### config.mk
export PLATFORM = sky130hd
export DESIGN_NAME = spi_cmd_engine
export DESIGN_NICKNAME = d
export VERILOG_FILES = /design/src/rtl/spi_eng_pkg.sv /design/src/rtl/crc16_fold.sv /design/src/rtl/touch_summary.sv /design/src/rtl/cmd_decoder.sv /design/src/rtl/spi_cmd_engine.sv
export SDC_FILE = /design/constraint.sdc
export NUM_CORES = 1
export LEC_CHECK = 0
export BUFFER_PORTS_ARGS = -buffer_cell sky130_fd_sc_hd__buf_2
export CORE_ASPECT_RATIO = 1.25
export CORE_MARGIN = 4
export CORE_UTILIZATION = 52
export CTS_BUF_LIST = sky130_fd_sc_hd__clkbuf_2
export DETAILED_ROUTE_END_ITERATION = 12
export PLACE_DENSITY = 0.82
export SLEW_MARGIN = 25
export SYNTH_ARGS = -nofsm -noshare
export SYNTH_HDL_FRONTEND = slang
export SYNTH_SLANG_ARGS = --single-unit
### constraint.sdc
create_clock -name clk -period 66.2 [get_ports clk]
set_clock_uncertainty 0.15 [all_clocks]
set_input_delay 3.31 -clock clk [delete_from_list [all_inputs] [get_ports clk]]
set_output_delay 3.31 -clock clk [all_outputs]
set_load 0.05 [all_outputs]
### src/rtl/spi_eng_pkg.sv
package spi_eng_pkg;
  typedef enum logic [2:0] {
    ST_IDLE, ST_LOAD, ST_CRC, ST_FIN, ST_ADV, ST_SEND
  } eng_state_t;

  typedef enum logic [1:0] {
    K_NONE, K_OVR, K_ALL, K_KEY
  } cmd_kind_t;

  localparam logic [7:0] CMD_OVR  = 8'h06;
  localparam logic [7:0] CMD_ALL  = 8'h07;
  localparam logic [7:0] CMD_KEY0 = 8'h40;
endpackage

### src/rtl/crc16_fold.sv
module crc16_fold #(
  parameter logic [15:0] POLY = 16'h1021
) (
  input  logic [15:0] crc_in,
  input  logic [7:0]  data_in,
  output logic [15:0] crc_out
);
  always_comb begin
    crc_out = crc_in ^ {data_in, 8'h00};
    for (int b = 0; b < 8; b++) begin
      if (crc_out[15]) crc_out = {crc_out[14:0], 1'b0} ^ POLY;
      else             crc_out = {crc_out[14:0], 1'b0};
    end
  end
endmodule

### src/rtl/touch_summary.sv
module touch_summary #(
  parameter int NKEYS = 48
) (
  input  logic [NKEYS-1:0] det,
  output logic [7:0]       summary
);
  logic [5:0] first;
  logic [1:0] cnt;

  always_comb begin
    first = '0;
    cnt   = '0;
    for (int i = NKEYS - 1; i >= 0; i--)
      if (det[i]) first = 6'(i);
    for (int i = 0; i < NKEYS; i++)
      if (det[i] && cnt != 2'd3) cnt = cnt + 2'd1;
    summary = {cnt, first};
  end
endmodule

### src/rtl/cmd_decoder.sv
module cmd_decoder
  import spi_eng_pkg::*;
#(
  parameter int NKEYS  = 48,
  parameter int KW     = 6,
  parameter int IW     = 3,
  parameter int KBYTES = 6
) (
  input  logic [7:0]    cmd,
  output cmd_kind_t     kind,
  output logic [IW-1:0] ndata,
  output logic [KW-1:0] key
);
  logic [7:0] off;

  always_comb begin
    off   = cmd - CMD_KEY0;
    kind  = K_NONE;
    ndata = '0;
    key   = off[KW-1:0];
    if (cmd == CMD_OVR) begin
      kind  = K_OVR;
      ndata = IW'(5);
    end else if (cmd == CMD_ALL) begin
      kind  = K_ALL;
      ndata = IW'(KBYTES);
    end else if (cmd >= CMD_KEY0 && int'(off) < NKEYS) begin
      kind  = K_KEY;
      ndata = IW'(5);
    end
  end
endmodule

### src/rtl/spi_cmd_engine.sv
module spi_cmd_engine
  import spi_eng_pkg::*;
#(
  parameter int          NKEYS = 48,
  parameter logic [15:0] POLY  = 16'h1021,
  localparam int         KW    = $clog2(NKEYS)
) (
  input  logic             clk,
  input  logic             rst,
  input  logic             rx_valid,
  input  logic [7:0]       rx_byte,
  input  logic [7:0]       status_byte,
  input  logic [7:0]       tick_count,
  input  logic [7:0]       scan_count,
  input  logic [7:0]       fail_count,
  input  logic [NKEYS-1:0] key_detect,
  output logic [KW-1:0]    key_sel,
  input  logic [15:0]      key_signal,
  input  logic [15:0]      key_ref,
  input  logic [7:0]       key_integ,
  output logic [7:0]       tx_byte,
  output logic             ready
);
  localparam int KBYTES = (NKEYS + 7) / 8;
  localparam int NDMAX  = (KBYTES > 5) ? KBYTES : 5;
  localparam int MAXLEN = NDMAX + 2;
  localparam int IW     = $clog2(MAXLEN);

  eng_state_t    state;
  cmd_kind_t     kind_r, dec_kind;
  logic [IW-1:0] ndata_r, dec_ndata, idx;
  logic [KW-1:0] dec_key;
  logic [15:0]   crc, fold_in, fold_out;
  logic [7:0]    fold_byte, ovr_byte;
  logic [7:0]    resp [MAXLEN];
  logic [KBYTES*8-1:0] det_pad;
  logic          last_pos, accept;

  cmd_decoder #(.NKEYS(NKEYS), .KW(KW), .IW(IW), .KBYTES(KBYTES)) u_dec (
    .cmd(rx_byte), .kind(dec_kind), .ndata(dec_ndata), .key(dec_key));

  touch_summary #(.NKEYS(NKEYS)) u_sum (.det(key_detect), .summary(ovr_byte));

  assign accept    = rx_valid && (state == ST_IDLE || (state == ST_SEND && last_pos));
  assign last_pos  = (idx == ndata_r + IW'(1));
  assign fold_in   = accept ? 16'h0000 : crc;
  assign fold_byte = accept ? rx_byte : resp[idx];
  assign det_pad   = (KBYTES*8)'(key_detect);

  crc16_fold #(.POLY(POLY)) u_crc (.crc_in(fold_in), .data_in(fold_byte), .crc_out(fold_out));

  always_ff @(posedge clk) begin
    if (rst) begin
      state   <= ST_IDLE;
      kind_r  <= K_NONE;
      ndata_r <= '0;
      idx     <= '0;
      crc     <= '0;
      key_sel <= '0;
      tx_byte <= 8'h00;
      ready   <= 1'b1;
    end else if (accept) begin
      ready <= 1'b0;
      if (dec_kind != K_NONE) begin
        kind_r  <= dec_kind;
        ndata_r <= dec_ndata;
        crc     <= fold_out;
        if (dec_kind == K_KEY) key_sel <= dec_key;
        state   <= ST_LOAD;
      end else begin
        state   <= ST_IDLE;
        tx_byte <= 8'h00;
      end
    end else begin
      case (state)
        ST_IDLE: begin
          ready   <= !rx_valid;
          tx_byte <= 8'h00;
        end
        ST_LOAD: begin
          case (kind_r)
            K_OVR: begin
              resp[0] <= status_byte;
              resp[1] <= ovr_byte;
              resp[2] <= tick_count;
              resp[3] <= scan_count;
              resp[4] <= fail_count;
            end
            K_ALL: begin
              for (int j = 0; j < KBYTES; j++) resp[j] <= det_pad[8*j +: 8];
            end
            default: begin
              resp[0] <= key_signal[7:0];
              resp[1] <= key_signal[15:8];
              resp[2] <= key_ref[7:0];
              resp[3] <= key_ref[15:8];
              resp[4] <= key_integ;
            end
          endcase
          idx   <= '0;
          state <= ST_CRC;
        end
        ST_CRC: begin
          crc <= fold_out;
          idx <= idx + IW'(1);
          if (idx == ndata_r - IW'(1)) state <= ST_FIN;
        end
        ST_FIN: begin
          resp[ndata_r]          <= crc[7:0];
          resp[ndata_r + IW'(1)] <= crc[15:8];
          idx   <= '0;
          state <= ST_ADV;
        end
        ST_ADV: begin
          tx_byte <= resp[idx];
          ready   <= 1'b1;
          state   <= ST_SEND;
        end
        ST_SEND: begin
          if (rx_valid) begin
            ready <= 1'b0;
            idx   <= idx + IW'(1);
            state <= ST_ADV;
          end
        end
        default: state <= ST_IDLE;
      endcase
    end
  end

  p_ready_drop_r2: assert property (@(posedge clk) disable iff (rst)
    (rx_valid && state != ST_ADV) |=> !ready);

  p_ready_state_r2: assert property (@(posedge clk) disable iff (rst)
    ready |-> (state == ST_IDLE || state == ST_SEND));

  p_tx_hold_r8: assert property (@(posedge clk) disable iff (rst)
    (state == ST_SEND && !rx_valid) |=> $stable(tx_byte));

  p_idx_range_r9: assert property (@(posedge clk) disable iff (rst)
    (state == ST_SEND) |-> (idx <= ndata_r + IW'(1)));

  p_idle_quiet_r10: assert property (@(posedge clk) disable iff (rst)
    (state == ST_IDLE && $past(state) == ST_IDLE && !$past(rx_valid)) |-> (tx_byte == 8'h00));
endmodule

* Word level (Yosys, flattened, before mapping)
Memory sizes are Yosys's and may differ from the RTL's. A register that Yosys moved wholly into a read port is not among the register bits.
Cells that the tools add are included.
Widths: inputs -> output; s select.
** Storage, ports and cells
- Output and inout port bits :: 15
- Memories kept :: 1
- Bits of input ports :: 131
- Word-level logic and storage cells :: 381
- Memory bits (writable) :: 64
- Bits in registers :: 42
** Memory list
- resp :: words 8, width 8, rd ports 1, clocked after Yosys merged registers in 1, write ports 6, RTL line spi_cmd_engine.sv:35 : logic [7:0] resp [MAXLEN];
** Operators by class
- Eq/ne operators :: 65
- Add/sub/neg operators :: 51
- Muxes and demuxes :: 165
- Bitwise gates (word level) :: 20
- Order comparisons :: 2
- Reduce and logical (&&, ||, !) cells :: 69
** Operators by type and width (number)
- $mux 6 :: 48
- $mux 8 :: 15
- $mux 13 :: 8
- $mux 2 :: 50
- $ne 2x2->1 const B :: 49
- $add 2x1->2 const B :: 46
- $mux 16 :: 4
- $logic_and 1x1->1 :: 50
- $mux 3 :: 11
- $mux 1 :: 25
- $not 3->3 :: 8
- $pmux 3 s6 :: 1
- $eq 8x3->1 const B :: 2
- $pmux 8 s2 :: 1
- $reduce_or 8->1 :: 2
- $xor 16x16->16 :: 1
- $or 1x1->1 :: 10
- $pmux 3 s3 :: 1
- $reduce_and 3->1 :: 3
- $ge 8x7->1 const B :: 1
- $lt 8x6->1 const B :: 1
- $reduce_and 2->1 :: 4
- $sub 8x7->8 const B :: 1
- $add 3x1->3 const B :: 2
- other kinds (20) :: 28

* Depth between registers and ports, before layout
- Word-level depth :: 145
- Mapped depth :: 236
- Gate-level depth less buffers :: 220

* Cells and area by module
A second synthesis with hierarchy kept.
** Second synthesis, totals
- Cells, all modules :: 1142
- Area, all modules :: 10359.9 µm²
** Modules (own cells, without submodules)
- spi_cmd_engine :: times used 1, area each 6774.0 µm², seq. area each 2822.7 µm², cells an instance 686
- touch_summary :: times used 1, area each 3054.2 µm², seq. area each 0.0 µm², cells an instance 414
- crc16_fold :: times used 1, area each 395.4 µm², seq. area each 0.0 µm², cells an instance 25
- cmd_decoder :: times used 1, area each 136.4 µm², seq. area each 0.0 µm², cells an instance 17

* Least setup slack after synthesis
No wires, ideal clock.
- Path type :: input port to flip-flop
- Start :: in key_detect[0]
- End :: mem resp[1][6], data pin
- Required time :: 65.787 ns
- Setup slack :: 21.509 ns
- Library setup time :: 0.263 ns
- Stages :: 218
- Arrival :: 44.278 ns
- Buffers on the path :: 17
- Path through :: inv_1 -> ha_1 -> nand2b_1 -> a21o_1 -> ha_1 -> nand2b_1 -> nor2_1 -> nor2_1 -> ha_1 -> and2b_1 -> xnor3_2 -> ha_1 -> nand2b_1 -> or2_2 -> and2_1 -> ha_1 -> nor2b_1 -> xnor3_2 -> (+182 left out) -> a41oi_2 -> a2111oi_2 -> nand2_2 -> inv_1 -> ha_1 -> nor2b_1 -> xnor2_1 -> ha_1 -> nor2b_1 -> and2_1 -> nor2_1 -> xor2_1 -> ha_1 -> nand2b_1 -> xnor2_1 -> mux2i_1 -> a21oi_1 -> a21oi_1
** RTL lines
- start: declaration :: RTL line spi_cmd_engine.sv:16 : input logic [NKEYS-1:0] key_detect,
- end: declaration :: RTL line spi_cmd_engine.sv:35

==> run_results.csv <==
group,metric,value,unit
floorplanning,start_util,0.528,
synthesis,synth-adder-area-share,0.0633,
clocking,cts_buffers,9,
synthesis,synth_nets,1478,
sta,drv_slew,0,
setup_path,r2r-end,"crc[13]",
layout,nets,1557,
outcome,status,"finished, final reports clean",
sta,rsz0062_at_grt,"no",
synthesis,synth_xor_area_frac,0.0921,
sta,fmax,19.8,MHz
setup_path,startpoint_type,"input pin",
global_routing,grt_pass1_wl,47.2,mm
synthesis,synth_cell_types,74,
synthesis,synthMostInstantiatedCell,"nor2_1",
sta,finalSetupViolCount,0,
synthesis,synth-compound-area-share,0.187,
clocking,cts_hold_buf,0,
detailed_routing,route.detailed.drc,0,
clocking,cts.sinks,108,
synthesis,synth_seq_area_share,0.272,
sta,tightest_slew,0.883,ns
floorplanning,dieArea,0.0221,mm2
sta,hold_viol,0,
layout,drive_gt1_frac,0.183,
setup_path,crit_type,"in -> reg",
setup_path,worstPathMaxFanout,13,
layout,fillers,1766,
setup_path,r2r-start,"ndata_r[1]",
clocking,clkLatencyLatePin,0.64,ns
layout,area_growth,9.97,%
synthesis,synth_area_leaders,"edfxtp_1 19%, dfxtp_1 8.6%, ha_1 6.3%",
synthesis,synth_edf_count,64,
global_routing,antenna_found_initial,1,
setup_path,crit_top_cell,"ha_1",
setup_path,cp.arrival,50.80,ns
detailed_routing,ant_nets,0,
synthesis,synthCells,1295,
synthesis,synth_ff_type,"edfxtp_1",
clocking,postCtsSetupBuffers,0,
sta,setup_ws,15.76,ns
clocking,clk_pin_slew,0.30,ns
place,place.detailed.hpwl,22.8,mm
synthesis,synth_top_cell_area_share,0.187,
floorplanning,io_pins,146,
synthesis,synthSimpleGateAreaFrac,0.240,
detailed_routing,vias_per_cell,6.02,
detailed_routing,drt_iter0_drc,1017,
setup_path,required,66.56,ns
clocking,htree_num_levels,3,
setup_path,critPathSlowestCell,"a2111oi_1",
hold_path,whs_path_depth,2,
sta,layout_min_cycle_time,50.44,ns
sta,setup_tns,0,ns
synthesis,syn_area_per_cell,7.94,um2
place,io_buffers,145,
global_routing,grt_overflow,0,
setup_path,rr_worst_depth,11,
floorplanning,die_h,165,um
synthesis,synth_warnings,0,
flow_run,cap_violations,0,
place,dp_slack,15.49,ns
detailed_routing,wl_per_cell,18.0,um
place,place_congestion,0.932,
global_routing,grt_max_degree,82,
hold_path,hp-start,"tx_byte[3]",
synthesis,synthMuxAreaShare,0.0977,
clocking,cts_tree,"yes",
synthesis,syn_area,0.0103,mm2
clocking,cts_root_buffer,"clkbuf_2",
global_routing,grt_pass1_vias,9343,
detailed_routing,drt-total-wl,29.6,mm
clocking,cts_buffer_depth,2,
global_routing,grtUsageTotal,0.264,
detailed_routing,via_count,9898,
synthesis,ys_seq_elements,108,
synthesis,synth_top_family_by_area,"simple AND/OR/NAND/NOR gates",
setup_path,cpPeakStageDelay,0.72,ns
hold_path,hold_class,"reg -> reg",
setup_path,end_kind,"flip-flop",
hold_path,holdPathEnd,"tx_byte[3]",
clocking,post_cts_resized,0,
floorplanning,core,0.0195,mm2
synthesis,synth_common_cells,"161 x nor2_1, 147 x nand2_1, 113 x a21oi_1",
synthesis,synth_top_cell_by_area,"edfxtp_1",
setup_path,regToRegSetupSlack,62.28,ns
sta,slew_headroom,0.407,
detailed_routing,drt-pass1-iter-count,6,
floorplanning,die_width,134,um
floorplanning,row_count,57,
sta,timing.final.crit_share,0.762,
synthesis,async_flop_share,0,
-- metal layers --
layer | up-vias | GRT usage | routed length [um]
li1 | 4787 | - | -
met1 | 4615 | 0.318 | 11400
met2 | 418 | 0.479 | 15000
met3 | 78 | 0.0248 | 2000
met4 | 0 | 0.117 | 1200
met5 | - | 0 | 0
-- critical path: cells and delay by family --
family                     cells  cell delay (ns)
adders and majority gates     46             9.54
and+or+nand+nor               73            17.24
muxes                          6             2.09
buffers and inverters          9             0.91
xor gates and xnor gates      41            11.75
AOI/OAI and AO/OA             26             5.85
-- layout by cell type, fill, tap and decap left out, drive strengths merged, types with 4 or more instances in the layout --
cell | Yosys | routed
a31oi | 8 | 8
and2 | 11 | 11
xor2 | 29 | 29
nor3 | 37 | 37
or3 | 9 | 9
and2b | 4 | 4
dfxtp | 44 | 44
a41oi | 5 | 5
o31ai | 7 | 7
xnor3 | 5 | 5
or2 | 4 | 4
nand2 | 148 | 148
nand2b | 39 | 39
a21o | 4 | 4
nor2b | 29 | 29
bufinv | 0 | 5
nand4 | 7 | 7
o21ai | 85 | 85
a311oi | 5 | 5
mux2 | 35 | 35
nor2 | 161 | 161
mux4 | 16 | 16
o211ai | 15 | 15
nand3 | 50 | 50
mux2i | 25 | 25
clkbuf | 85 | 9
xnor2 | 65 | 65
a2111oi | 5 | 5
a221oi | 4 | 4
a22oi | 11 | 11
ha | 52 | 52
a211oi | 15 | 15
and3 | 5 | 5
o21bai | 8 | 8
a21oi | 114 | 114
buf | 5 | 158
nor4 | 12 | 12
inv | 32 | 33
edfxtp | 64 | 64
-- worst max path at each step --
stage          slack (ns)     startpoint         end  cells past startpoint
6_report            15.76  key_detect[0]  resp[1][6]                    201
2_1_floorplan       21.51  key_detect[0]  resp[1][6]                    218
3_3_place_gp        17.22  key_detect[0]  resp[1][6]                    200
4_1_cts             15.95  key_detect[0]  resp[1][6]                    201
5_1_grt             11.54  key_detect[0]  resp[1][6]                    201
3_5_place_dp        15.49  key_detect[0]  resp[1][6]                    202
-- flip-flops by register name (all words and copies together), names as in the netlist, named ones only --
signal	flops
kind_r	2
tx_byte	8
ndata_r	2
resp	64
idx	3
state	3
ready	1
crc	16
key_sel	6
-- layout make-up --
class / count / area (um2) / area share
Clock buffer: 9 / 45.0 / 0.00398
Sequential cell: 108 / 2800 / 0.248
Clock inverter: 7 / 170 / 0.0150
Inverter: 33 / 126 / 0.0112
Tap cell: 265 / 332 / 0.0293
Timing Repair Buffer: 158 / 823 / 0.0728
Antenna cell: 1 / 2.50 / 0.000221
Multi-Input combinational cell: 1064 / 7010 / 0.620
-- kinds of logic (layout without fill, tap and decap cells) --
logic type | count (synthesis) | after routing
multiplexers | 76 | 76
buffers and inverters | 123 | 207
adder cells (fa/ha/maj) | 52 | 52
other | 0 | 1
AO/OA/AOI/OAI | 311 | 311
flip-flops | 108 | 108
XOR/XNOR | 99 | 99
AND/OR/NAND/NOR | 526 | 526
-- per-stage QoR --
stage	cell area (um2)	hold slack, ns	instances	utilization
final	11300	0.376	1645	0.581
after global routing	11300	0.403	1645	0.581
after CTS	11300	0.378	1644	0.581
after detailed placement	11100	0.326	1628	0.570
after global placement	11100	0.321	1628	0.570
after floorplan	10300	0.312	1295	-
Power is left out: the tool's default activity adds up to more than one toggle a clock period on the data nets, which glitch-free logic cannot reach.
